$ cat src/rtl/prog_map_decoder.sv
module prog_map_decoder #(
  parameter int ADDR_W     = 16,
  parameter int LO_BYTES   = 16384,
  parameter int HI_BYTES   = 8192,
  parameter int DATA_W     = 8
) (
  input  logic              clk,
  input  logic              rst_n,
  input  logic              ext_sel_n,
  input  logic              cfg_we,
  input  logic [1:0]        cfg_wdata,
  input  logic              fetch_valid,
  input  logic [ADDR_W-1:0] fetch_addr,
  output logic              sel_lo,
  output logic              sel_hi,
  output logic              ext_req,
  output logic              fault,
  output logic [ADDR_W-1:0] offset,
  output logic [DATA_W-1:0] fill_data
);

  localparam logic [ADDR_W:0] LO_LIM  = (ADDR_W+1)'(LO_BYTES);
  localparam logic [ADDR_W:0] HI_LEN  = (ADDR_W+1)'(HI_BYTES);
  localparam logic [ADDR_W:0] HI_BASE = (ADDR_W+1)'((1 << ADDR_W) - HI_BYTES);

  typedef enum logic [1:0] {RT_FAULT, RT_LO, RT_HI, RT_EXT} route_t;

  logic [1:0]        map_q;
  logic [ADDR_W:0]   addr_x;
  route_t            route;
  logic [ADDR_W-1:0] off_d;
  logic              hi_low_win, lo_win, hi_top_win;

  assign addr_x     = {1'b0, fetch_addr};
  assign hi_low_win = (map_q == 2'b00) && (addr_x < HI_LEN);
  assign lo_win     = addr_x < LO_LIM;
  assign hi_top_win = !map_q[1] && (addr_x >= HI_BASE);

  always_ff @(posedge clk or negedge rst_n)
    if (!rst_n)      map_q <= 2'b00;
    else if (cfg_we) map_q <= cfg_wdata;

  always_comb begin
    route = RT_FAULT;
    off_d = '0;
    if (!ext_sel_n) begin
      route = RT_EXT;
      off_d = fetch_addr;
    end else if (hi_low_win) begin
      route = RT_HI;
      off_d = fetch_addr;
    end else if (lo_win) begin
      route = RT_LO;
      off_d = fetch_addr;
    end else if (hi_top_win) begin
      route = RT_HI;
      off_d = fetch_addr - HI_BASE[ADDR_W-1:0];
    end
  end

  always_ff @(posedge clk or negedge rst_n)
    if (!rst_n) begin
      sel_lo    <= 1'b0;
      sel_hi    <= 1'b0;
      ext_req   <= 1'b0;
      fault     <= 1'b0;
      offset    <= '0;
      fill_data <= '0;
    end else begin
      sel_lo    <= fetch_valid && route == RT_LO;
      sel_hi    <= fetch_valid && route == RT_HI;
      ext_req   <= fetch_valid && route == RT_EXT;
      fault     <= fetch_valid && route == RT_FAULT;
      offset    <= fetch_valid ? off_d : '0;
      fill_data <= (fetch_valid && route == RT_FAULT) ? '1 : '0;
    end

  a_r10_one_result: assert property (@(posedge clk) disable iff (!rst_n)
    $countones({sel_lo, sel_hi, ext_req, fault}) == ($past(fetch_valid) ? 1 : 0));

  a_r8_idle_quiet: assert property (@(posedge clk) disable iff (!rst_n)
    !fetch_valid |=> !(sel_lo || sel_hi || ext_req || fault));

  a_r3_no_ext_internal: assert property (@(posedge clk) disable iff (!rst_n)
    ext_sel_n |=> !ext_req);

  a_r2_ext_offset: assert property (@(posedge clk) disable iff (!rst_n)
    (fetch_valid && !ext_sel_n) |=> (ext_req && offset == $past(fetch_addr)));

  a_r6_hi_hidden: assert property (@(posedge clk) disable iff (!rst_n)
    map_q[1] |=> !sel_hi);

  a_r7_fill_ones: assert property (@(posedge clk) disable iff (!rst_n)
    fault |-> (fill_data == '1 && offset == '0));

  a_r7_single_pulse: assert property (@(posedge clk) disable iff (!rst_n)
    (fault && !$past(fetch_valid, 2)) |=> !fault || $past(fetch_valid));

  a_r4_lo_range: assert property (@(posedge clk) disable iff (!rst_n)
    sel_lo |-> ({1'b0, offset} < LO_LIM));

endmodule

$ cat config.mk
export PLATFORM = sky130hd
export DESIGN_NAME = prog_map_decoder
export DESIGN_NICKNAME = d
export VERILOG_FILES = /design/src/rtl/prog_map_decoder.sv
export SDC_FILE = /design/constraint.sdc
export NUM_CORES = 1
export LEC_CHECK = 0
export BUFFER_PORTS_ARGS = -buffer_cell sky130_fd_sc_hd__buf_2
export CORE_ASPECT_RATIO = 0.75
export CORE_MARGIN = 8
export CORE_UTILIZATION = 46
export DETAILED_ROUTE_END_ITERATION = 8
export PLACE_DENSITY = 0.91
export SETUP_SLACK_MARGIN = 0.2
export SYNTH_ARGS = -nofsm -noshare
export SYNTH_HDL_FRONTEND = slang
export SYNTH_SLANG_ARGS = --single-unit
$ cat constraint.sdc
create_clock -name clk -period 3.4 [get_ports clk]
set_clock_uncertainty 0.15 [all_clocks]
set_input_delay 0.34 -clock clk [delete_from_list [all_inputs] [get_ports clk]]
set_output_delay 0.34 -clock clk [all_outputs]
set_load 0.01 [all_outputs]
==> results of run 1 <==
[worst max-delay path, stage by stage]
cell and delay, ns:
sky130_fd_sc_hd__buf_2 0.14, sky130_fd_sc_hd__ha_1 0.18, sky130_fd_sc_hd__or4b_4 0.48, sky130_fd_sc_hd__o41ai_4 0.42, sky130_fd_sc_hd__nand2_1 0.15, sky130_fd_sc_hd__o31ai_1 0.25
[Yosys cell counts, drive strengths merged]
cell | n | share of area, %
and3 | 1 | 0.67
o41ai | 1 | 2.9
nor3 | 1 | 0.53
o211a | 1 | 1.9
nand3b | 1 | 0.80
nor2 | 1 | 0.40
or2 | 1 | 0.67
o31ai | 2 | 1.6
and2 | 13 | 8.7
dfrtp | 22 | 59
nor2b | 2 | 1.3
a21oi | 1 | 0.53
or4 | 2 | 1.6
buf | 9 | 7.6
nand2 | 5 | 2.0
nor4 | 1 | 0.67
a211oi | 1 | 0.80
ha | 1 | 1.3
or4b | 1 | 1.5
mux2 | 3 | 3.6
nand3 | 2 | 1.1
o21ai | 2 | 1.1
[power by group through the flow]
stage          Combinational [W]  Sequential (W)  Clock (W)
2_1_floorplan          0.0000367        0.000293          0
3_3_place_gp           0.0000758        0.000286          0
3_5_place_dp           0.0000790        0.000286          0
4_1_cts                0.0000801        0.000281   0.000144
5_1_grt                0.0000880        0.000283   0.000159
6_report               0.0000785        0.000281   0.000139
[per-layer routing]
| layer | global-route usage, % | vias up |
|---|---|---|
| met5 | 0 | - |
| met4 | 6.44 | 0 |
| met3 | 5.63 | 2 |
| met2 | 20.5 | 36 |
| met1 | 11.8 | 308 |
| li1 | - | 337 |
[flip-flops by register name (all words and copies together) (netlist names)]
name       flops
sel_hi         1
sel_lo         1
map_q          2
ext_req        1
fill_data      1
offset        16
[through the flow]
step	instance area, um^2	util, %	total power, W	instances	hold WS, ns
2_1_floorplan	937	-	0.000330	74	-0.106
3_3_place_gp	1150	58.4	0.000361	139	0.158
3_5_place_dp	1150	58.4	0.000365	139	0.171
4_1_cts	1190	60.8	0.000505	144	0.0819
5_1_grt	1190	60.8	0.000530	144	0.0760
6_report	1190	60.8	0.000498	144	0.0943
[cell type report]
class | instances | area (um^2)
clock buffer | 4 | 36.3
fill | 173 | 769
sequential | 22 | 551
multi-input combinational | 43 | 315
timing repair buffer | 51 | 260
tap | 24 | 30.0
[cells by family after synthesis]
logic type,after synthesis,synth area share [%]
buffers and inverters,9,7.61
AOI/OAI and AO/OA,8,8.81
DFF,22,58.7
adders and majority gates,1,1.33
muxes,3,3.60
and+or+nand+nor,31,19.9
[path summary, 6_finish.rpt]
kind / start / slack, ns / depth (start not counted) / end
worst max-delay path: fetch_addr[14] / 1.50 / 6 / offset[13]
worst min-delay path: fetch_addr[11] / 0.09 / 2 / offset[11]
worst max register to register: map_q[1] / 2.01 / 4 / offset[12]
worst min register to register: map_q[0] / 0.38 / 1 / map_q[0]
max in group asynchronous: rst_n / 2.41 / 2 / offset[13]
min in group asynchronous: rst_n / 0.38 / 2 / offset[8]
==> results, run 1 <==
- The run finished with clean final reports.
- The data arrival at the endpoint of the critical path is 1.97 ns.
- The overall die area is 0.00375 mm^2.
- The worst path meets setup with 1.50 ns of slack.
- The Yosys warning count is 0.
- Setup repair after global routing left no endpoint under its margin.
- The number of port buffers is 50.
- Entering global routing, the biggest net connects 23 pins.
- The fraction of power consumed by sequential logic is 56.4%.
- The startpoint-to-endpoint class of the critical path is input port to register.
- The final global-route overflow total is 0.
- In this run the post-CTS setup repair buffer count came out at 0.
- The final route contains 683 vias.
- The post-route netlist has 50.8% of its cells at a drive strength greater than 1.
- The master cell of the clock root buffer is sky130_fd_sc_hd__clkbuf_4.
- The first-pass GRT wire length is 3250 um.
- For this block, wires on met1 add up to 718 um.
- The clock passes through at most 2 buffers.
- The cell area that synthesis handed to floorplanning was 937 um^2.
- Max-cap violations in this run came to 0.
- Yosys mapped the design onto 23 distinct sky130hd cell types.
- Clock tree synthesis inserted a total of 3 buffers.
- Prior to clock tree synthesis, the placed netlist has a worst setup slack of 1.20 ns.
- The biggest fanout along the worst timing path is 7.
- The net count after synthesis is 98.
- The worst-skew pair later-pin latency is 0.30 ns.
- The count of nets left with antenna violations once routing finished came out at 0.
- The detailed placer's ending HPWL is 1660 um.
- The power density over the cells is 418 mW/mm^2.
- The combined global-route utilization of all metal layers is 11.8%.
- The total met2 wirelength after detailed routing is 1040 um.
- The clock share of power is 27.8%.
- The number of antenna violations at the first check in global routing came to 0.
- The aggregate routed wire length is 2030 um.
- Synthesis produced a netlist whose cell count is 74.
- Buffers inserted to repair hold after CTS numbered 1.
- VDD sags by at most 287 uV.
- In the routed design, unresolved DRC markers number 0.
- The routability congestion estimate is 0.844.
- The number of global-route vias before repair is 746.
- In the layout the commonest cells are 50 x sky130_fd_sc_hd__buf_2, 22 x sky130_fd_sc_hd__dfrtp_1, 13 x sky130_fd_sc_hd__and2_1, 5 x sky130_fd_sc_hd__nand2_1.
- From bottom edge to top edge, the die measures 55.1 um.
- The number of failing hold endpoints at the final stage is 0.
- The met3 routed wirelength is 252 um.
- Setup violations remaining at the end of the flow were counted as 0.
- The most common library cell in the layout ignoring fill and taps is sky130_fd_sc_hd__buf_2.
- The clock period minus final worst setup slack is 1.90 ns.
- The number of resized instances in the post-cts repair step is 0.
- The diode insertion count for antenna repair is 0.
- The share of power burned in combinational logic is 15.8%.
- The data required time at the worst endpoint is 3.47 ns.
- The clock tree from TritonCTS is yes.
- The topmost layer with routed signal wires is met4.
- Once the floorplan was initialized, standard cells occupied 47.8% of the core.
- The via-per-instance ratio is 4.74.
- After layout, the worst path uses 56.0% of the clock period.
- The region available for standard cell placement spans 0.00196 mm^2.
- The internal portion of total power is 0.000377 W.
- The die is 68.1 um wide.
- The total negative slack for setup checks is 0 ns.
- The worst min-delay path category is input port to register.
- In this run switching power makes up 24.3% of total power.
- The number of violations reported at the end of detailed-routing iteration 0 is 8.
- The H-tree level count is 1.
- The area growth from synthesis to layout is 27.2%.
- Clock-pin slew was measured on the worst setup and hold paths at 0.11 ns.
- After detailed routing, the average wire length per cell comes to 14.1 um.
- The floorplan has 14 rows.
- The switching power summed over all nets is 0.000121 W.
- The mean instance size in the synthesized netlist is 12.7 um^2.
- Summing the sequential cell areas from Yosys gives 58.7% of the chip area.
- The nature of the critical path endpoint is a register.
- The startpoint kind of the worst setup timing path is an input port.
- The analysis attributes to cell leakage a power of 0.676 nW.
- At the pin with the least slew margin, the transition time is 0.454 ns.
- At the end of the flow, the number of nets in the layout was 145.
- The max-slew headroom at the worst pin is 69.7%.
- The number of optimization iterations in the first detailed-route pass is 4.
- The number of slew-limit violations in the final report is 0.
- The number of clock sinks is 22.
- The boundary pin count is 51.
- For this run, the top clock speed supported by timing is 0.525 GHz.
- The synthesized design contains 22 register bits.
No activity file was read; power rests on OpenSTA's default activity.
==> run 2, diff against run 1 <==
Settings changed: CORE_UTILIZATION 46 to 43, PLACE_DENSITY 0.91 to 0.87.
Clock period 3.4 ns to 1.9 ns, I/O delays scaled along.
==> results, run 2 (synthesis gave the netlist of run 1 again) <==
- Hold repair after CTS inserted 20 buffers.
- The congestion estimate from routability-driven global placement came to 0.824.
- The final net count is 166.
- The total overflow left after global routing is 0.
- The total negative slack for setup checks is 0 ns.
- The number of violations reported at the end of detailed-routing iteration 0 is 19.
- In the routed layout, each cell is associated on average with a via count of 4.82.
- The library cells used most frequently in the layout, excluding fill and tap cells, are 50 x sky130_fd_sc_hd__buf_2, 22 x sky130_fd_sc_hd__dfrtp_1, 20 x sky130_fd_sc_hd__dlygate4sd3_1, 13 x sky130_fd_sc_hd__and2_1, 5 x sky130_fd_sc_hd__nand2_1.
- Buffers inserted during clock tree synthesis total 3.
- The worst hold path belongs to the class input port to register.
- The maximum number of pins on one net before global-route repair is 23.
- VDD sags by at most 586 uV.
- The nature of the critical path endpoint is a register.
- The number of port buffers is 50.
- The deepest clock path buffer count is 2.
- The die width is 69.9 um.
- The number of optimization iterations in the first detailed-route pass is 4.
- Setup repair after global routing left no endpoint under its margin.
- Clock-pin slew was measured on the worst setup and hold paths at 0.11 ns.
- The startpoint identified for the worst hold timing path is fetch_addr[14].
- Of the cells placed in the final design, the portion with a size suffix greater than 1 is 46.1%.
- The combined global-route utilization of all metal layers is 12.0%.
- After filler insertion, the fill cell instance count of the layout stands at 149.
- In this run, post-CTS repair resized a total of 0 instances.
- The number of failing hold endpoints at the final stage is 0.
- The total buffers and inverters traversed by the critical path is 3.
- The boundary pin count is 51.
- The number of cells on the worst hold path is 3.
- The largest registers in the layout are offset (16), map_q (2).
- The number of placement rows is 14.
- The die boundary height is 56.4 um.
- The DRC violations left is 0.
- Clock tree synthesis found a total of 22 sinks.
- The detailed placer's ending HPWL is 1770 um.
- The H-tree level count is 1.
- The core region area is 0.00203 mm^2.
- The startpoint identified for the worst register-to-register timing path is map_q[1].
- The number of global-route vias before repair is 825.
- The number of slew-limit violations in the final report came to 0.
- The aggregate routed wire length is 2360 um.
- The total chip power is 0.000935 W.
- The slowest stage of the critical path belongs to the cell sky130_fd_sc_hd__dlygate4sd3_1.
- Detailed routing inserted a total of 796 vias.
- Power spread over the standard cell area amounts to 666 mW/mm^2.
- The multi-input gate area in the final layout is 323 um^2.
- The critical path in this run is classified as input port to register.
- Compared with the post-synthesis result, the final layout area differs by 49.9%.
- The data required time at the worst endpoint is 1.95 ns.
- For this run, the slowest stage of the critical path takes 0.56 ns.
- Along the worst path, the maximum fanout reaches 1.
- The most common library cell in the layout ignoring fill and taps is sky130_fd_sc_hd__buf_2.
- The tree is rooted in a sky130_fd_sc_hd__clkbuf_4.
- The final setup violation count is 0.
- In this run the critical register-to-register path is captured at map_q[1].
- After detailed routing, the average wire length per cell comes to 14.3 um.
- The run finished with clean final reports.
- The leakage component of the power is 0.767 nW.
- The area taken by flip-flops and latches is 551 um^2.
- The startpoint kind of the worst setup timing path is an input port.
- The number of cells on the worst reg-to-reg path is 2.
- After layout, the worst path uses 83.5% of the clock period.
- The number of setup buffers added after CTS is 0.
- The dominant delay contributor by cell family on the critical path is buffers and inverters.
- The fmax is 0.630 GHz.
- Across all register-to-register paths, the minimum setup slack is 0.38 ns.
- The clock period minus final worst setup slack is 1.59 ns.
- The number of routed nets with antenna violations is 0.
- The core occupancy in the finished layout is 69.2%.
- The number of antenna violations at the first check in global routing is 0.
- In this run the worst setup path begins at cfg_wdata[0].
- The initial utilization of the core area, before any placement, comes to 46.1%.
- The die covers 0.00394 mm^2.
- The signal on the critical path passes through dlygate4sd3_1 > buf_2 > mux2_2 > dlygate4sd3_1.
- The clock reaches the later pin of the worst-skew pair after 0.30 ns.
- The data arrival at the endpoint of the critical path is 1.64 ns.
- The flip-flop count of the largest register, all copies and words added is 16.
- Max-cap violations in this run came to 0.
- The clock tree from TritonCTS is yes.
- The max-slew headroom at the worst pin is 67.7%.
- The worst hold path terminates at sel_lo.
- The cell that appears most often on the critical path is sky130_fd_sc_hd__dlygate4sd3_1.
- The diode insertion count for antenna repair is 0.
- The first global-routing pass estimated 3870 um of wire.
- At the pin with the least slew margin, the transition time is 0.484 ns.
- offset holds more flip-flops than any other register.
[run 2: per-stage QoR]
stage               worst slack [ns]  instance area, um^2  cells  hold WS, ns
floorplan                      0.183                  945     74       -0.256
global placement              0.0670                 1170    141       0.0118
detailed placement            0.0337                 1170    141       0.0221
CTS                            0.320                 1410    165       0.0228
global route                   0.275                 1410    165       0.0240
finish                         0.313                 1410    165       0.0276
[run 2: power by group]
group          switching (W)  leakage [nW]  total (W)  internal, W
sequential         0.0000105         0.291   0.000503     0.000493
combinational      0.0000847         0.455   0.000182    0.0000969
clock               0.000133        0.0210   0.000250     0.000117
[run 2: cell type report]
type,instances,area share (%)
Clock buffer,4,2.58
Multi-Input combinational cell,43,23.0
Sequential cell,22,39.2
Tap cell,24,2.14
Timing Repair Buffer,72,33.1
[run 2: worst reg2reg max path, cell delays in order, from the launching register on]
cell	delay [ns]
sky130_fd_sc_hd__dfrtp_1	0.45
sky130_fd_sc_hd__mux2_2	0.27
sky130_fd_sc_hd__dlygate4sd3_1	0.55
[run 2: how the worst max path moves through the flow]
stage               cells after the start         end  slack, ns
finish                                  4    map_q[0]       0.31
global route                            6   offset[9]       0.28
CTS                                     4    map_q[1]       0.32
detailed placement                      6  offset[13]       0.03
global placement                        5  offset[13]       0.07
floorplan                               5  offset[10]       0.18
[run 2: routing by layer]
layer | global-route usage (%) | routed length [um] | vias up
met3 | 5.44 | 187 | 2
li1 | - | - | 384
met2 | 21.2 | 1230 | 37
met4 | 4.57 | 27 | 0
met1 | 12.1 | 914 | 373
met5 | 0 | 0 | -
==> run 3, diff against run 2 <==
Settings changed: CORE_UTILIZATION 43 to 39, PLACE_DENSITY 0.87 to 0.83.
Clock period 1.9 ns to 1.45 ns, I/O delays scaled along.
==> results, run 3 (synthesis gave the netlist of run 1 again) <==
- The analysis attributes to cell leakage a power of 0.798 nW.
- The routed design uses 1410 um of met2 wire.
- The cell with the largest stage delay on the worst path is sky130_fd_sc_hd__or4b_4.
- The checks that failed: hold timing, setup timing.
- The H-tree level count is 1.
- The number of global-route vias before repair is 920.
- For this design the top-level I/O count stands at 51.
- After layout, the worst path uses 107% of the clock period.
- The die width is 72.6 um.
- The critical path is of the input port to register type.
- The number of antenna violations at the first check in global routing is 0.
- Across the run, the number of max-cap violations was 0.
- The maximum number of pins on one net before global-route repair is 23.
- The first-pass GRT wire length is 4190 um.
- In the layout the commonest cells are 49 x sky130_fd_sc_hd__buf_2, 22 x sky130_fd_sc_hd__dfrtp_1, 20 x sky130_fd_sc_hd__dlygate4sd3_1, 13 x sky130_fd_sc_hd__and2_1, 4 x sky130_fd_sc_hd__buf_4.
- The aggregate routed wire length is 2620 um.
- The number of slew-limit violations in the final report is 0.
- The final net count is 170.
- Headroom to the max-slew limit came out at 68.1%.
- For this run, design rule violations remaining after detail routing come to 0.
- The total negative slack for setup checks is -1.28 ns.
- The final setup violation count is 17.
- The signal on the critical path passes through buf_2 > ha_4 > or4b_4 > o41ai_4 > nand2_2 > o31ai_2.
- Relative to the synthesized area, the layout overhead comes to 60.9%.
- The library cell used most frequently in the layout, excluding fill and tap cells, is sky130_fd_sc_hd__buf_2.
- The worst-skew pair later-pin latency is 0.30 ns.
- The biggest fanout along the worst timing path is 3.
- Global routing used 12.7% of the available tracks.
- The first TritonRoute pass finished after 4 iterations.
- The number of port buffers is 50.
- The overall die area is 0.00424 mm^2.
- The clock tree from TritonCTS is yes.
- The initial utilization of the core area, before any placement, comes to 40.9%.
- The routed layout has 811 vias.
- At the worst endpoint, the arrival time is 1.62 ns.
- The detailed placer's ending HPWL is 1780 um.
- The master cell of the clock root buffer is sky130_fd_sc_hd__clkbuf_4.
- In the final layout, the registers with the most flip-flops are offset (16), map_q (2).
- The die boundary height is 58.5 um.
- Setup repair after global routing could not meet its margin everywhere.
- The startpoint kind of the worst setup timing path is an input port.
- The topmost layer with routed signal wires is met4.
- The smallest clock period supported by the final layout is computed as 1.55 ns.
- The met3 routed wirelength is 211 um.
- The number of failing hold endpoints at the final stage was 1.
- The tightest hold margin is -0.107 ns.
- The wire length per cell is 14.6 um.
- The final standard cell area without fillers is 0.00151 mm^2.
- At the worst endpoint, the required time is 1.52 ns.
- The min-delay analysis places its worst path in the category input port to register.
- Based on the critical path, the design can be clocked at up to 0.644 GHz.
- The flip-flop count of the largest register, all copies and words added is 16.
- The via-per-instance ratio is 4.53.
- IR analysis of the VDD net gives a maximum drop of 621 uV.
- After filler insertion, the fill cell instance count of the layout stands at 162.
- The total chip power is 0.00126 W.
- On the worst path, the slowest cell contributes a delay of 0.48 ns.
- The deepest clock path buffer count is 2.
- Row generation in the floorplan step produced 15 rows.
- The total routed wire length on the met1 layer is 972 um.
- The flow ran to the end, but the final reports show violations.
- The clock net in this run drives a total of 22 sinks.
- The clock-pin slew on the worst setup and hold paths is 0.12 ns.
- The worst setup path is captured at a register.
- The slew at the pin closest to its max-slew limit is 0.478 ns.
- The final global-route overflow total is 0.
- The register with the most flip-flops in the final layout is offset.
- In the final layout, the share of cells above drive strength 1 is 53.8%.
- The repair_antennas step left the layout with diodes totalling 0.
- Summing all placed instances gives a cell area of 0.00119 mm^2.
- After floorplanning, the core was sized to cover 0.00229 mm^2.
- After layout, the worst setup slack is -0.102 ns.
- Power spread over the standard cell area amounts to 833 mW/mm^2.
- In this run the remaining antenna-violating nets after routing total 0.
- In this run, the number of DRC markers left after iteration 0 of detailed routing was 25.
- The congestion estimate from routability-driven global placement came to 0.892.
- In this run, CTS created clock tree buffers numbering 3.
## run 3: routing by layer
metal | vias to the layer above | global-route usage (%)
li1 | 389 | -
met1 | 390 | 11.9
met2 | 30 | 24.6
met3 | 2 | 4.75
met4 | 0 | 4.26
met5 | - | 0
## run 3: critical path, delay by kind of cell
| kind | cells | cell delay (ns) |
|---|---|---|
| simple gates | 2 | 0.62 |
| compound gates | 2 | 0.59 |
| fa+ha+maj | 1 | 0.15 |
| buf+inv | 1 | 0.12 |
## run 3: power by group
part / total (W) / switching (W) / internal (W)
clock network: 0.000334 / 0.000181 / 0.000153
registers: 0.000658 / 0.0000122 / 0.000646
logic: 0.000263 / 0.000124 / 0.000139
total: 0.00126 / 0.000317 / 0.000938
## run 3: final cells by class
class	instances	area [um^2]	share of cell area, %
clock buffer	4	36.3	2.41
sequential	22	551	36.5
multi-input combinational	43	369	24.5
tap	34	42.5	2.82
timing repair buffer	76	509	33.8
## run 3: worst paths after layout
check | depth (start not counted) | endpoint | slack (ns) | from
worst max-delay path | 6 | offset[13] | -0.10 | fetch_addr[13]
worst min-delay path | 2 | offset[11] | -0.11 | fetch_addr[11]
worst max register to register | 4 | offset[13] | 0.09 | map_q[1]
worst min register to register | 1 | map_q[0] | 0.42 | map_q[0]
max in group asynchronous | 2 | sel_lo | 0.64 | rst_n
min in group asynchronous | 2 | offset[1] | 0.18 | rst_n
## run 3: through the flow
stage,setup WS (ns),instances,hold WS [ns],utilization (%)
after floorplan,-0.222,74,-0.301,-
after global placement,-0.345,152,-0.0389,51.9
after detailed placement,-0.423,152,-0.0178,51.9
after CTS,-0.0128,177,-0.121,64.0
after global routing,-0.127,179,-0.110,65.8
final,-0.102,179,-0.107,65.8
## run 3: repair_timing
action                     4_1_cts  5_1_grt
setup endpoints to repair       17       28
gates resized for setup          7        6
hold buffers                    19        1
hold endpoints to repair        39        2
pin swaps                        2        1
buffers inserted                 2        1
